### src/rtl/disc_pkg.sv
package disc_pkg;
    typedef enum logic [2:0] {
        ST_IDLE,
        ST_ABORT,
        ST_ISSUE,
        ST_WAIT,
        ST_DONE,
        ST_FAIL
    } disc_state_e;

    typedef enum logic [1:0] {
        ERR_NONE  = 2'd0,
        ERR_ABORT = 2'd1,
        ERR_XCHG  = 2'd2,
        ERR_OVF   = 2'd3
    } disc_err_e;

    localparam int DWORD_W = 32;
    localparam int VER_W   = 8;
endpackage

### src/rtl/disc_table.sv
module disc_table #(
    parameter int DEPTH = 8,
    parameter int KEY_W = 24,
    localparam int CNT_W = $clog2(DEPTH + 1)
) (
    input  logic             clk,
    input  logic             rst_n,
    input  logic             clr,
    input  logic             wr_en,
    input  logic [KEY_W-1:0] wr_key,
    input  logic [KEY_W-1:0] lk_key,
    output logic             lk_hit,
    output logic             full,
    output logic [CNT_W-1:0] count
);
    logic [DEPTH-1:0] valid_q;
    logic [KEY_W-1:0] key_q [DEPTH];
    logic [DEPTH-1:0] hit_vec;
    logic [CNT_W-1:0] count_q;

    assign full  = (count_q == CNT_W'(DEPTH));
    assign count = count_q;

    always_ff @(posedge clk or negedge rst_n) begin
        if (!rst_n) begin
            count_q <= '0;
        end else if (clr) begin
            count_q <= '0;
        end else if (wr_en && !full) begin
            count_q <= count_q + CNT_W'(1);
        end
    end

    for (genvar i = 0; i < DEPTH; i++) begin : g_slot
        always_ff @(posedge clk or negedge rst_n) begin
            if (!rst_n) begin
                valid_q[i] <= 1'b0;
            end else if (clr) begin
                valid_q[i] <= 1'b0;
            end else if (wr_en && count_q == CNT_W'(i)) begin
                valid_q[i] <= 1'b1;
            end
        end

        always_ff @(posedge clk) begin
            if (!clr && wr_en && count_q == CNT_W'(i)) begin
                key_q[i] <= wr_key;
            end
        end

        assign hit_vec[i] = valid_q[i] && (key_q[i] == lk_key);
    end

    assign lk_hit = |hit_vec;
endmodule

### src/rtl/disc_seq.sv
module disc_seq
    import disc_pkg::*;
#(
    parameter int VID_W  = 16,
    parameter int TYPE_W = 8,
    parameter int IDX_W  = 8,
    parameter int CAPV_W = 4,
    parameter int LEN_W  = 19,
    localparam int KEY_W = VID_W + TYPE_W
) (
    input  logic               clk,
    input  logic               rst_n,
    input  logic               start,
    input  logic [CAPV_W-1:0]  cap_ver,
    input  logic               abort_done,
    input  logic               abort_fail,
    input  logic               xreq_ready,
    input  logic               xrsp_valid,
    input  logic               xrsp_err,
    input  logic [LEN_W-1:0]   xrsp_len,
    input  logic [DWORD_W-1:0] xrsp_data,
    input  logic               tbl_full,
    output logic               abort_req,
    output logic               xreq_valid,
    output logic [DWORD_W-1:0] xreq_payload,
    output logic               tbl_clr,
    output logic               tbl_wr,
    output logic [KEY_W-1:0]   tbl_key,
    output logic               ready,
    output logic               fail,
    output logic [1:0]         err_code
);
    localparam int PAD_W = DWORD_W - IDX_W - VER_W;

    disc_state_e        state_q, state_d;
    logic [IDX_W-1:0]   idx_q;
    logic [VER_W-1:0]   ver_q;
    disc_err_e          err_q;
    logic               launch;
    logic               rsp_ok;
    logic [IDX_W-1:0]   rsp_next;
    logic [VID_W-1:0]   rsp_vid;
    logic [TYPE_W-1:0]  rsp_type;

    assign rsp_ok   = !xrsp_err && (xrsp_len == LEN_W'(1));
    assign rsp_vid  = xrsp_data[VID_W-1:0];
    assign rsp_type = xrsp_data[VID_W +: TYPE_W];
    assign rsp_next = xrsp_data[VID_W + TYPE_W +: IDX_W];
    assign launch   = start && (state_q == ST_IDLE || state_q == ST_DONE || state_q == ST_FAIL);

    // next-state selection
    always_comb begin
        state_d = state_q;
        unique case (state_q)
            ST_IDLE, ST_DONE, ST_FAIL: begin
                if (launch) state_d = ST_ABORT;
            end
            ST_ABORT: begin
                if (abort_done) state_d = abort_fail ? ST_FAIL : ST_ISSUE;
            end
            ST_ISSUE: begin
                if (xreq_ready) state_d = ST_WAIT;
            end
            ST_WAIT: begin
                if (xrsp_valid) begin
                    if (!rsp_ok || tbl_full)     state_d = ST_FAIL;
                    else if (rsp_next == '0)     state_d = ST_DONE;
                    else                         state_d = ST_ISSUE;
                end
            end
            default: state_d = ST_IDLE;
        endcase
    end

    // state register
    always_ff @(posedge clk or negedge rst_n) begin
        if (!rst_n) state_q <= ST_IDLE;
        else        state_q <= state_d;
    end

    // walk index, version and error code
    always_ff @(posedge clk or negedge rst_n) begin
        if (!rst_n) begin
            idx_q <= '0;
            ver_q <= '0;
            err_q <= ERR_NONE;
        end else if (launch) begin
            idx_q <= '0;
            ver_q <= (cap_ver >= CAPV_W'(2)) ? VER_W'(2) : VER_W'(0);
            err_q <= ERR_NONE;
        end else if (state_q == ST_ABORT && abort_done && abort_fail) begin
            err_q <= ERR_ABORT;
        end else if (state_q == ST_WAIT && xrsp_valid) begin
            if (!rsp_ok)       err_q <= ERR_XCHG;
            else if (tbl_full) err_q <= ERR_OVF;
            else               idx_q <= rsp_next;
        end
    end

    // outputs per state
    always_comb begin
        abort_req  = 1'b0;
        xreq_valid = 1'b0;
        tbl_wr     = 1'b0;
        ready      = 1'b0;
        fail       = 1'b0;
        unique case (state_q)
            ST_ABORT: abort_req  = 1'b1;
            ST_ISSUE: xreq_valid = 1'b1;
            ST_WAIT:  tbl_wr     = xrsp_valid && rsp_ok && !tbl_full;
            ST_DONE:  ready      = 1'b1;
            ST_FAIL:  fail       = 1'b1;
            default:  ;
        endcase
    end

    assign tbl_clr      = launch;
    assign tbl_key      = {rsp_vid, rsp_type};
    assign xreq_payload = {{PAD_W{1'b0}}, ver_q, idx_q};
    assign err_code     = err_q;
endmodule

### src/rtl/discovery_enum.sv
module discovery_enum
    import disc_pkg::*;
#(
    parameter int          DEPTH    = 8,
    parameter int          CAPV_W   = 4,
    parameter int          LEN_W    = 19,
    parameter logic [15:0] DISC_VID = 16'h0001
) (
    input  logic              clk,
    input  logic              rst_n,
    input  logic              start,
    input  logic [CAPV_W-1:0] cap_ver,
    output logic              abort_req,
    input  logic              abort_done,
    input  logic              abort_fail,
    output logic              xreq_valid,
    input  logic              xreq_ready,
    output logic [15:0]       xreq_vid,
    output logic [7:0]        xreq_type,
    output logic [31:0]       xreq_payload,
    input  logic              xrsp_valid,
    input  logic              xrsp_err,
    input  logic [LEN_W-1:0]  xrsp_len,
    input  logic [31:0]       xrsp_data,
    input  logic [15:0]       lk_vid,
    input  logic [7:0]        lk_type,
    output logic              lk_hit,
    input  logic              sub_req,
    output logic              sub_accept,
    output logic              ready,
    output logic              fail,
    output logic [1:0]        err_code
);
    localparam int VID_W  = 16;
    localparam int TYPE_W = 8;
    localparam int KEY_W  = VID_W + TYPE_W;
    localparam int CNT_W  = $clog2(DEPTH + 1);

    logic             tbl_clr;
    logic             tbl_wr;
    logic [KEY_W-1:0] tbl_key;
    logic             tbl_full;
    logic             tbl_hit;
    logic [CNT_W-1:0] tbl_count;
    logic             disc_pair;

    disc_seq #(
        .VID_W (VID_W),
        .TYPE_W(TYPE_W),
        .IDX_W (8),
        .CAPV_W(CAPV_W),
        .LEN_W (LEN_W)
    ) u_seq (
        .clk         (clk),
        .rst_n       (rst_n),
        .start       (start),
        .cap_ver     (cap_ver),
        .abort_done  (abort_done),
        .abort_fail  (abort_fail),
        .xreq_ready  (xreq_ready),
        .xrsp_valid  (xrsp_valid),
        .xrsp_err    (xrsp_err),
        .xrsp_len    (xrsp_len),
        .xrsp_data   (xrsp_data),
        .tbl_full    (tbl_full),
        .abort_req   (abort_req),
        .xreq_valid  (xreq_valid),
        .xreq_payload(xreq_payload),
        .tbl_clr     (tbl_clr),
        .tbl_wr      (tbl_wr),
        .tbl_key     (tbl_key),
        .ready       (ready),
        .fail        (fail),
        .err_code    (err_code)
    );

    disc_table #(
        .DEPTH(DEPTH),
        .KEY_W(KEY_W)
    ) u_tbl (
        .clk   (clk),
        .rst_n (rst_n),
        .clr   (tbl_clr),
        .wr_en (tbl_wr),
        .wr_key(tbl_key),
        .lk_key({lk_vid, lk_type}),
        .lk_hit(tbl_hit),
        .full  (tbl_full),
        .count (tbl_count)
    );

    assign disc_pair  = (lk_vid == DISC_VID) && (lk_type == '0);
    assign lk_hit     = tbl_hit || disc_pair;
    assign sub_accept = sub_req && ready && lk_hit;
    assign xreq_vid   = DISC_VID;
    assign xreq_type  = '0;
endmodule

### config.mk
export PLATFORM = sky130hd
export DESIGN_NAME = discovery_enum
export DESIGN_NICKNAME = d
export VERILOG_FILES = /design/src/rtl/disc_pkg.sv /design/src/rtl/disc_table.sv /design/src/rtl/disc_seq.sv /design/src/rtl/discovery_enum.sv
export SDC_FILE = /design/constraint.sdc
export NUM_CORES = 1
export LEC_CHECK = 0
export BUFFER_PORTS_ARGS = -buffer_cell sky130_fd_sc_hd__buf_2
export CAP_MARGIN = 20
export CORE_MARGIN = 5
export CORE_UTILIZATION = 40
export CTS_CLUSTER_SIZE = 14
export DETAILED_ROUTE_END_ITERATION = 7
export HOLD_SLACK_MARGIN = 0.06
export PLACE_DENSITY = 0.58
export SETUP_SLACK_MARGIN = 0.4
export SLEW_MARGIN = 20
export SYNTH_ARGS = -nofsm -noshare
export SYNTH_HDL_FRONTEND = slang
export SYNTH_SLANG_ARGS = --single-unit
### constraint.sdc
create_clock -name clk -period 3.79 [get_ports clk]
set_input_delay 0.758 -clock clk [delete_from_list [all_inputs] [get_ports clk]]
set_output_delay 0.758 -clock clk [all_outputs]
set_load 0.05 [all_outputs]
### Yosys cells after proc, flatten, opt, wreduce, memory -nomap -nowiden

Memories as Yosys holds them, arrays and structs flattened.
Index checks and enable logic that the tools add are counted.

| operators by class | value |
|---|---|
| $add $sub $neg | 1 |
| order comparisons | 1 |
| equality and inequality tests | 30 |
| muxes and demuxes | 79 |
| reduce and logical (&&, ||, !) cells | 72 |

Operator list:

| operator | number |
|---|---|
| equality test 24 bit | 8 |
| 2-to-1 mux 24 bit | 7 |
| OR reduction 24 bit | 7 |
| 2-to-1 mux 1 bit | 44 |
| 2-to-1 mux 3 bit | 14 |
| 2-to-1 mux 8 bit | 5 |
| logical AND 1 bit | 36 |
| nonzero test 2 bit | 11 |
| equality test 19 x 1 -> 1 bit, second input constant | 1 |
| equality test 16 x 1 -> 1 bit, second input constant | 1 |
| equality test 4 x 3 -> 1 bit, second input constant | 4 |
| logical NOT 8 bit | 2 |
| 2-to-1 mux 2 bit | 6 |
| case mux 3 bit (4 select lines) | 1 |
| equality test 4 x 2 -> 1 bit, second input constant | 2 |
| 2-to-1 mux 4 bit | 2 |
| AND reduction 4 bit | 2 |
| OR reduction 8 bit | 1 |
| equality test 3 x 2 -> 1 bit, second input constant | 2 |
| equality test 3 bit, second input constant | 2 |
| != test 2 x 1 -> 1 bit, second input constant | 3 |
| != test 2 bit, second input constant | 3 |
| adder 4 x 1 -> 4 bit, second input constant | 1 |
| equality test 4 x 1 -> 1 bit, second input constant | 1 |
| other kinds (11) | 17 |

| word-level totals | value |
|---|---|
| register bits after elaboration | 33 |
| memory bits (writable) | 192 |
| bits of input ports | 88 |
| output and inout port bits | 64 |
| word-level logic and storage cells | 197 |
| memories | 1 |

Memory list:

| name | depth | bits a word | rd ports | clocked after memory_dff | wr ports | line | RTL |
|---|---|---|---|---|---|---|---|
| u_tbl.key_q | 8 | 24 | 8 | 0 | 1 | disc_table.sv:17 | `logic [KEY_W-1:0] key_q [DEPTH];` |

### Longest topological paths before layout

| logic depth | value |
|---|---|
| word-level depth | 17 |
| gate-level depth with buffers | 9 |
| depth with buffers taken out | 8 |

### Hierarchy

A second synthesis with hierarchy kept.

| second synthesis, totals | value |
|---|---|
| cell total of the unflattened synthesis | 714 |
| area, all modules | 10292.4 um^2 |

By module, submodules not included:

| module | instances | cells each | area an instance (um^2) | seq. area each (um^2) |
|---|---|---|---|---|
| disc_table | 1 | 536 | 8733.4 | 6065.8 |
| disc_seq | 1 | 140 | 1260.0 | 350.3 |
| discovery_enum | 1 | 38 | 299.0 | 0.0 |

### Worst setup path after synthesis

OpenSTA, ideal clock, no wires.

| timing | value |
|---|---|
| path kind | register to output |
| start | register u_seq.state_q[1] |
| end | output port sub_accept |
| data arrival time | 2.685 ns |
| data required time | 3.032 ns |
| path slack | 0.347 ns |
| stages on the path, launching flop included | 5 |
| path buffers | 1 |
| cell sequence | dfrtp_1 > buf_4 > nor3b_1 > nand2_1 > a31oi_1 |

| on the way | value |
|---|---|
| cells in the longest elaborated chain, start to end | 4 |

Ends and longest elaborated chain:

| item | line | RTL |
|---|---|---|
| from (decl) | disc_seq.sv:35 | `disc_state_e state_q, state_d;` |
| from (signal assigned) | disc_seq.sv:78 | `else state_q <= state_d;` |
| equality test 3 bit | disc_seq.sv:107 | `unique case (state_q)` |
| 2-to-1 mux 1 bit | disc_seq.sv:107 |  |
| named net ready | discovery_enum.sv:30 | `output logic ready,` |
| logical AND 1 bit (2 in a row) | discovery_enum.sv:94 | `assign sub_accept = sub_req && ready && lk_hit;` |
| to (decl) | discovery_enum.sv:29 | `output logic sub_accept,` |

The timed path passes the listed nets, and every way through them passes these cells.

### Final worst setup path

| timing | value |
|---|---|
| start | input port lk_vid[5] |
| end | output port sub_accept |

| on the way | value |
|---|---|
| cells in the longest elaborated chain, start to end | 5 |
| elaborated cells on any way between the ends | 21 |
| those cells by class | eq/ne: 9; reduce/logical: 12 |

Ends and longest elaborated chain:

| item | line | RTL |
|---|---|---|
| from (decl) | discovery_enum.sv:25 | `input logic [15:0] lk_vid,` |
| equality test 24 bit | disc_table.sv:51 | `assign hit_vec[i] = valid_q[i] && (key_q[i] == lk_key);` |
| logical AND 1 bit | disc_table.sv:51 |  |
| OR reduction 8 bit | disc_table.sv:54 | `assign lk_hit = \|hit_vec;` |
| logical OR 1 bit (*) | discovery_enum.sv:93 | `assign lk_hit = tbl_hit \|\| disc_pair;` |
| logical AND 1 bit (*) | discovery_enum.sv:94 |  |

Mark *: on every way between the ends. The rest lies on a longest branch, timed or not.

==> report_table.html <==
<table>
<tr><th>Metric</th><th>Value</th></tr>
<tr><th colspan="2">Timing</th></tr>
<tr><td>Peak clock frequency supported by timing</td><td>302 MHz</td></tr>
<tr><td>Final min period</td><td>3310 ps</td></tr>
<tr><td>Largest clock skew in the final design</td><td>19.3 ps</td></tr>
<tr><td>Final period utilization</td><td>0.874</td></tr>
<tr><td>Sum Neg Setup Slack</td><td>0 ps</td></tr>
<tr><td>Final max-slew violation count</td><td>0</td></tr>
<tr><td>Hold violation total from the final report</td><td>0</td></tr>
<tr><td>Total setup violations reported at the end of the flow</td><td>0</td></tr>
<tr><td>Unrepaired setup endpoints after global routing</td><td>yes</td></tr>
<tr><td>Max-Slew Margin vs Limit</td><td>0.343</td></tr>
<tr><td>Transition time of the tightest slew-check pin</td><td>983 ps</td></tr>
<tr><th colspan="2">Finish</th></tr>
<tr><td>Antenna Diode Count</td><td>0</td></tr>
<tr><td>Final-stage net count</td><td>893</td></tr>
<tr><td>Share of post-route cells with drive strength above 1</td><td>0.220</td></tr>
<tr><td>Area delta synth-&gt;final</td><td>16.3%</td></tr>
<tr><td>Commonest non-fill, non-tap cell in the layout</td><td>edfxtp_1</td></tr>
<tr><td>Commonest cells after routing, fill and taps aside</td><td>192 x edfxtp_1, 145 x xnor2_1, 94 x buf_2</td></tr>
<tr><th colspan="2">Global route</th></tr>
<tr><td>Remaining Overflow, GRT</td><td>0</td></tr>
<tr><td>Initial antenna violation count</td><td>0</td></tr>
<tr><td>Number of global-route vias before repair</td><td>5863</td></tr>
<tr><td>Gr usage total</td><td>0.177</td></tr>
<tr><td>Wire length of the first global-routing pass</td><td>37.2 mm</td></tr>
<tr><td>Largest net degree at the start of global routing</td><td>27</td></tr>
<tr><th colspan="2">Clocking</th></tr>
<tr><td>Number of CTS-inserted buffers</td><td>24</td></tr>
<tr><td>Number of post-CTS setup repair buffers</td><td>0</td></tr>
<tr><td>Number of buffers between clock root and the deepest sink</td><td>3</td></tr>
<tr><td>Cell at the root of the clock tree</td><td>clkbuf_16</td></tr>
<tr><td>Total number of clock tree sinks</td><td>218</td></tr>
<tr><td>Depth of the CTS H-tree</td><td>1</td></tr>
<tr><td>TritonCTS clock tree</td><td>done</td></tr>
<tr><td>CTS hold repair buffers</td><td>0</td></tr>
<tr><td>Clock insertion delay at the later pin of the skew report</td><td>510 ps</td></tr>
<tr><td>CTS clock-pin slew for the worst setup and hold paths</td><td>60 ps</td></tr>
<tr><th colspan="2">Setup path</th></tr>
<tr><td>Reg-to-Reg Start</td><td>u_seq.state_q[1]</td></tr>
<tr><td>Critical Path Max Stage Delay</td><td>330 ps</td></tr>
<tr><td>Kind of end point of the critical path</td><td>primary output</td></tr>
<tr><td>R2r setup slk</td><td>1690 ps</td></tr>
<tr><td>Reg-to-reg endpoint</td><td>u_tbl.key_q[1][9]</td></tr>
<tr><td>Worst path buffer plus inverter count</td><td>3</td></tr>
<tr><td>R2R cell count</td><td>5</td></tr>
<tr><td>Type of the worst setup path</td><td>in -&gt; out</td></tr>
<tr><td>Largest driver fanout on the critical path</td><td>5</td></tr>
<tr><td>Worst path cell trace</td><td>buf_2, xnor2_2, nand4_1, nor4_2, buf_4, nand4_1, o2111a_1, a31oi_2, buf_6</td></tr>
<tr><td>Critical path data required time</td><td>3030 ps</td></tr>
<tr><td>Cell type group with the largest total delay on the critical path</td><td>simple AND/OR/NAND/NOR gates</td></tr>
<tr><td>Type of element launching the critical path</td><td>input pin</td></tr>
<tr><td>Library cell contributing the largest single delay on the critical path</td><td>nor4_2</td></tr>
<tr><td>CP most frequent cell</td><td>nand4_1</td></tr>
<tr><td>Arrival @ worst endpoint</td><td>2560 ps</td></tr>
<tr><th colspan="2">Synthesis</th></tr>
<tr><td>Instance count of the mapped netlist</td><td>686</td></tr>
<tr><td>Largest cells by area after synthesis</td><td>edfxtp_1 58%, xnor2_1 13%, dfrtp_1 6.6%</td></tr>
<tr><td>Post-Synthesis Cell Area</td><td>9870 um2</td></tr>
<tr><td>Compound-cell area share of the yosys netlist</td><td>0.0232</td></tr>
<tr><td>Number of warnings issued by yosys</td><td>0</td></tr>
<tr><td>Fraction of the yosys area taken by sequential cells</td><td>0.650</td></tr>
<tr><td>Area share of xor/xnor cells in the synthesized design</td><td>0.172</td></tr>
<tr><td>Simple-gate area share of the yosys netlist</td><td>0.0919</td></tr>
<tr><td>Most used DFF post-synth</td><td>edfxtp_1</td></tr>
<tr><td>Average footprint of a synthesized cell</td><td>14.4 um2</td></tr>
<tr><td>Number of storage elements in the synthesis netlist</td><td>218</td></tr>
<tr><td>Dominant combinational cell family by area after synthesis</td><td>XOR/XNOR gates</td></tr>
<tr><td>Proportion of synthesized area in mux cells</td><td>0.00317</td></tr>
<tr><td>Share of flip-flops with an asynchronous set or reset after synthesis</td><td>0.119</td></tr>
<tr><td>Adder-Cell Fraction of Synth Area</td><td>0.00507</td></tr>
<tr><td>Share of the synthesized area in the top cell type</td><td>0.584</td></tr>
<tr><td>Distinct cell type count of the synthesized netlist</td><td>49</td></tr>
<tr><td>Number of synthesized flops with an enable pin</td><td>192</td></tr>
<tr><td>Cell taking the most area after synthesis</td><td>edfxtp_1</td></tr>
<tr><th colspan="2">Placement</th></tr>
<tr><td>Number of buffers inserted by port buffering</td><td>103</td></tr>
<tr><td>Placed wire-length estimate</td><td>17.3 mm</td></tr>
<tr><td>Global placement routability congestion</td><td>0.841</td></tr>
<tr><th colspan="2">Power</th></tr>
<tr><td>Total internal power</td><td>4.18 mW</td></tr>
<tr><td>Static Leakage</td><td>4.02 nW</td></tr>
<tr><td>Clk pwr share</td><td>0.400</td></tr>
<tr><td>Net Switching</td><td>1.43 mW</td></tr>
<tr><td>Sequential Power Share</td><td>0.477</td></tr>
<tr><td>Worst voltage drop across the vdd grid</td><td>0.000297 V</td></tr>
<tr><td>Combinational power share</td><td>0.122</td></tr>
<tr><td>Sw Ratio</td><td>0.255</td></tr>
<tr><td>Final total power</td><td>5.61 mW</td></tr>
<tr><td>Power density over the cells</td><td>489 nW/um2</td></tr>
<tr><th colspan="2">Routing</th></tr>
<tr><td>Avg WL per Cell</td><td>22.0 um</td></tr>
<tr><td>Remaining routing DRC violations</td><td>0</td></tr>
<tr><td>Via count normalized by instance count</td><td>4.98</td></tr>
<tr><td>Iteration-0 DRC count of the detailed router</td><td>324</td></tr>
<tr><td>Final routed wirelength across all metal layers</td><td>25.1 mm</td></tr>
<tr><td>DR vias</td><td>5687</td></tr>
<tr><td>Number of iterations in the first detailed-routing pass</td><td>5</td></tr>
<tr><td>Count of antenna-violating nets left after detailed routing</td><td>0</td></tr>
<tr><th colspan="2">Run</th></tr>
<tr><td># Max-Cap Violations</td><td>0</td></tr>
<tr><th colspan="2">Die</th></tr>
<tr><td>Die span in x</td><td>167 um</td></tr>
<tr><td>Floorplan core area</td><td>24300 um2</td></tr>
<tr><td>Vertical die dimension</td><td>167 um</td></tr>
<tr><td>Number of ports placed on the die boundary</td><td>152</td></tr>
<tr><td>Die area</td><td>27900 um2</td></tr>
<tr><td>Total number of placement rows</td><td>57</td></tr>
<tr><td>Effective utilization at floorplan</td><td>0.406</td></tr>
<tr><th colspan="2">Run status</th></tr>
<tr><td>Result of the run</td><td>complete, no violations</td></tr>
<tr><th colspan="2">Hold path</th></tr>
<tr><td>Worst min-delay path class</td><td>in -&gt; async</td></tr>
</table>
-- through the flow --
step / instances / hold WS [ps] / utilization / cell area [um2] / worst slack (ps)
2_1_floorplan: 731 / 449 / - / 10000 / 704
3_3_place_gp: 1099 / 464 / 0.436 / 10600 / 160
3_5_place_dp: 1099 / 469 / 0.436 / 10600 / 270
4_1_cts: 1143 / 298 / 0.469 / 11400 / 405
5_1_grt: 1143 / 341 / 0.472 / 11500 / 372
6_report: 1143 / 293 / 0.472 / 11500 / 477
-- what timing repair did --
action,4_1_cts,5_1_grt
endpoints found under the setup margin,2,2
resized for setup,6,15
pin swaps,1,2
-- sequential cells by signal (all words and copies together), names as in the netlist --
signal	count
u_seq.err_code	2
u_seq.idx_q	8
u_tbl.key_q	192
u_seq.ver_q	1
u_tbl.count	4
u_tbl.valid_q	8
u_seq.state_q	3
-- cell families (layout without fill, tap and decap cells) --
kind of cell	after synthesis	after routing
multiplexers	3	3
adder cells (fa/ha/maj)	4	4
AO/OA/AOI/OAI	35	35
other	2	47
AND/OR/NAND/NOR	150	150
buffers and inverters	80	168
flip-flops	218	218
XOR/XNOR	194	194
-- power by group through the flow --
| stage | combinational (mW) | clock (mW) | sequential (mW) |
|---|---|---|---|
| after floorplan | 0.495 | 0 | 2.75 |
| after global placement | 0.672 | 0 | 2.73 |
| after detailed placement | 0.685 | 0 | 2.73 |
| after CTS | 0.690 | 2.30 | 2.68 |
| after global routing | 0.734 | 2.40 | 2.68 |
| final | 0.688 | 2.25 | 2.68 |
-- cells in the mapped netlist (2+ instances only) --
| cell | n |
|---|---|
| mux2i_1 | 2 |
| and3_1 | 6 |
| a21oi_1 | 4 |
| xnor2_1 | 147 |
| nand2_1 | 32 |
| o21a_1 | 3 |
| xor2_1 | 47 |
| a21o_1 | 6 |
| dfrtp_1 | 26 |
| o21ai_0 | 10 |
| inv_1 | 2 |
| nor3_1 | 12 |
| nor4_2 | 2 |
| nand4_1 | 35 |
| clkbuf_1 | 3 |
| ha_1 | 4 |
| nand3_1 | 12 |
| o31ai_1 | 2 |
| o21ai_1 | 3 |
| nor4_1 | 24 |
| nor2_1 | 5 |
| a22oi_1 | 2 |
| buf_2 | 24 |
| nand3_2 | 2 |
| and3b_1 | 6 |
| conb_1 | 2 |
| buf_4 | 50 |
| edfxtp_1 | 192 |
-- layer usage --
layer	vias up	wire length (um)	track usage
li1	2604	-	-
met1	2840	10700	0.246
met4	0	345	0.0292
met3	27	1960	0.0334
met2	216	12100	0.297
met5	-	0	0
-- cell type report --
type | instances | area (um2)
well taps | 324 | 405
clock inverters | 14 | 113
multi-input cells | 433 | 3180
inverters | 2 | 7.51
clock buffers | 30 | 654
repair buffers | 122 | 697
flip-flops and latches | 218 | 6420
fillers | 2167 | 12800
-- worst reg2reg max path: cells and delay by family (launching register included) --
family                 cells  cell delay (ps)
buffers and inverters      1              230
DFF                        1              520
and+or+nand+nor            4             1040
-- how the worst max path moves through the flow --
stage	startpoint	endpoint	slack, ps	depth (start not counted)
after floorplan	lk_vid[13]	sub_accept	700	7
after global placement	lk_vid[10]	sub_accept	160	8
after detailed placement	lk_vid[12]	sub_accept	270	8
after CTS	lk_type[7]	sub_accept	410	8
after global routing	lk_vid[5]	sub_accept	370	9
final	lk_vid[5]	sub_accept	480	9
Power figures use the tool's default switching activity.
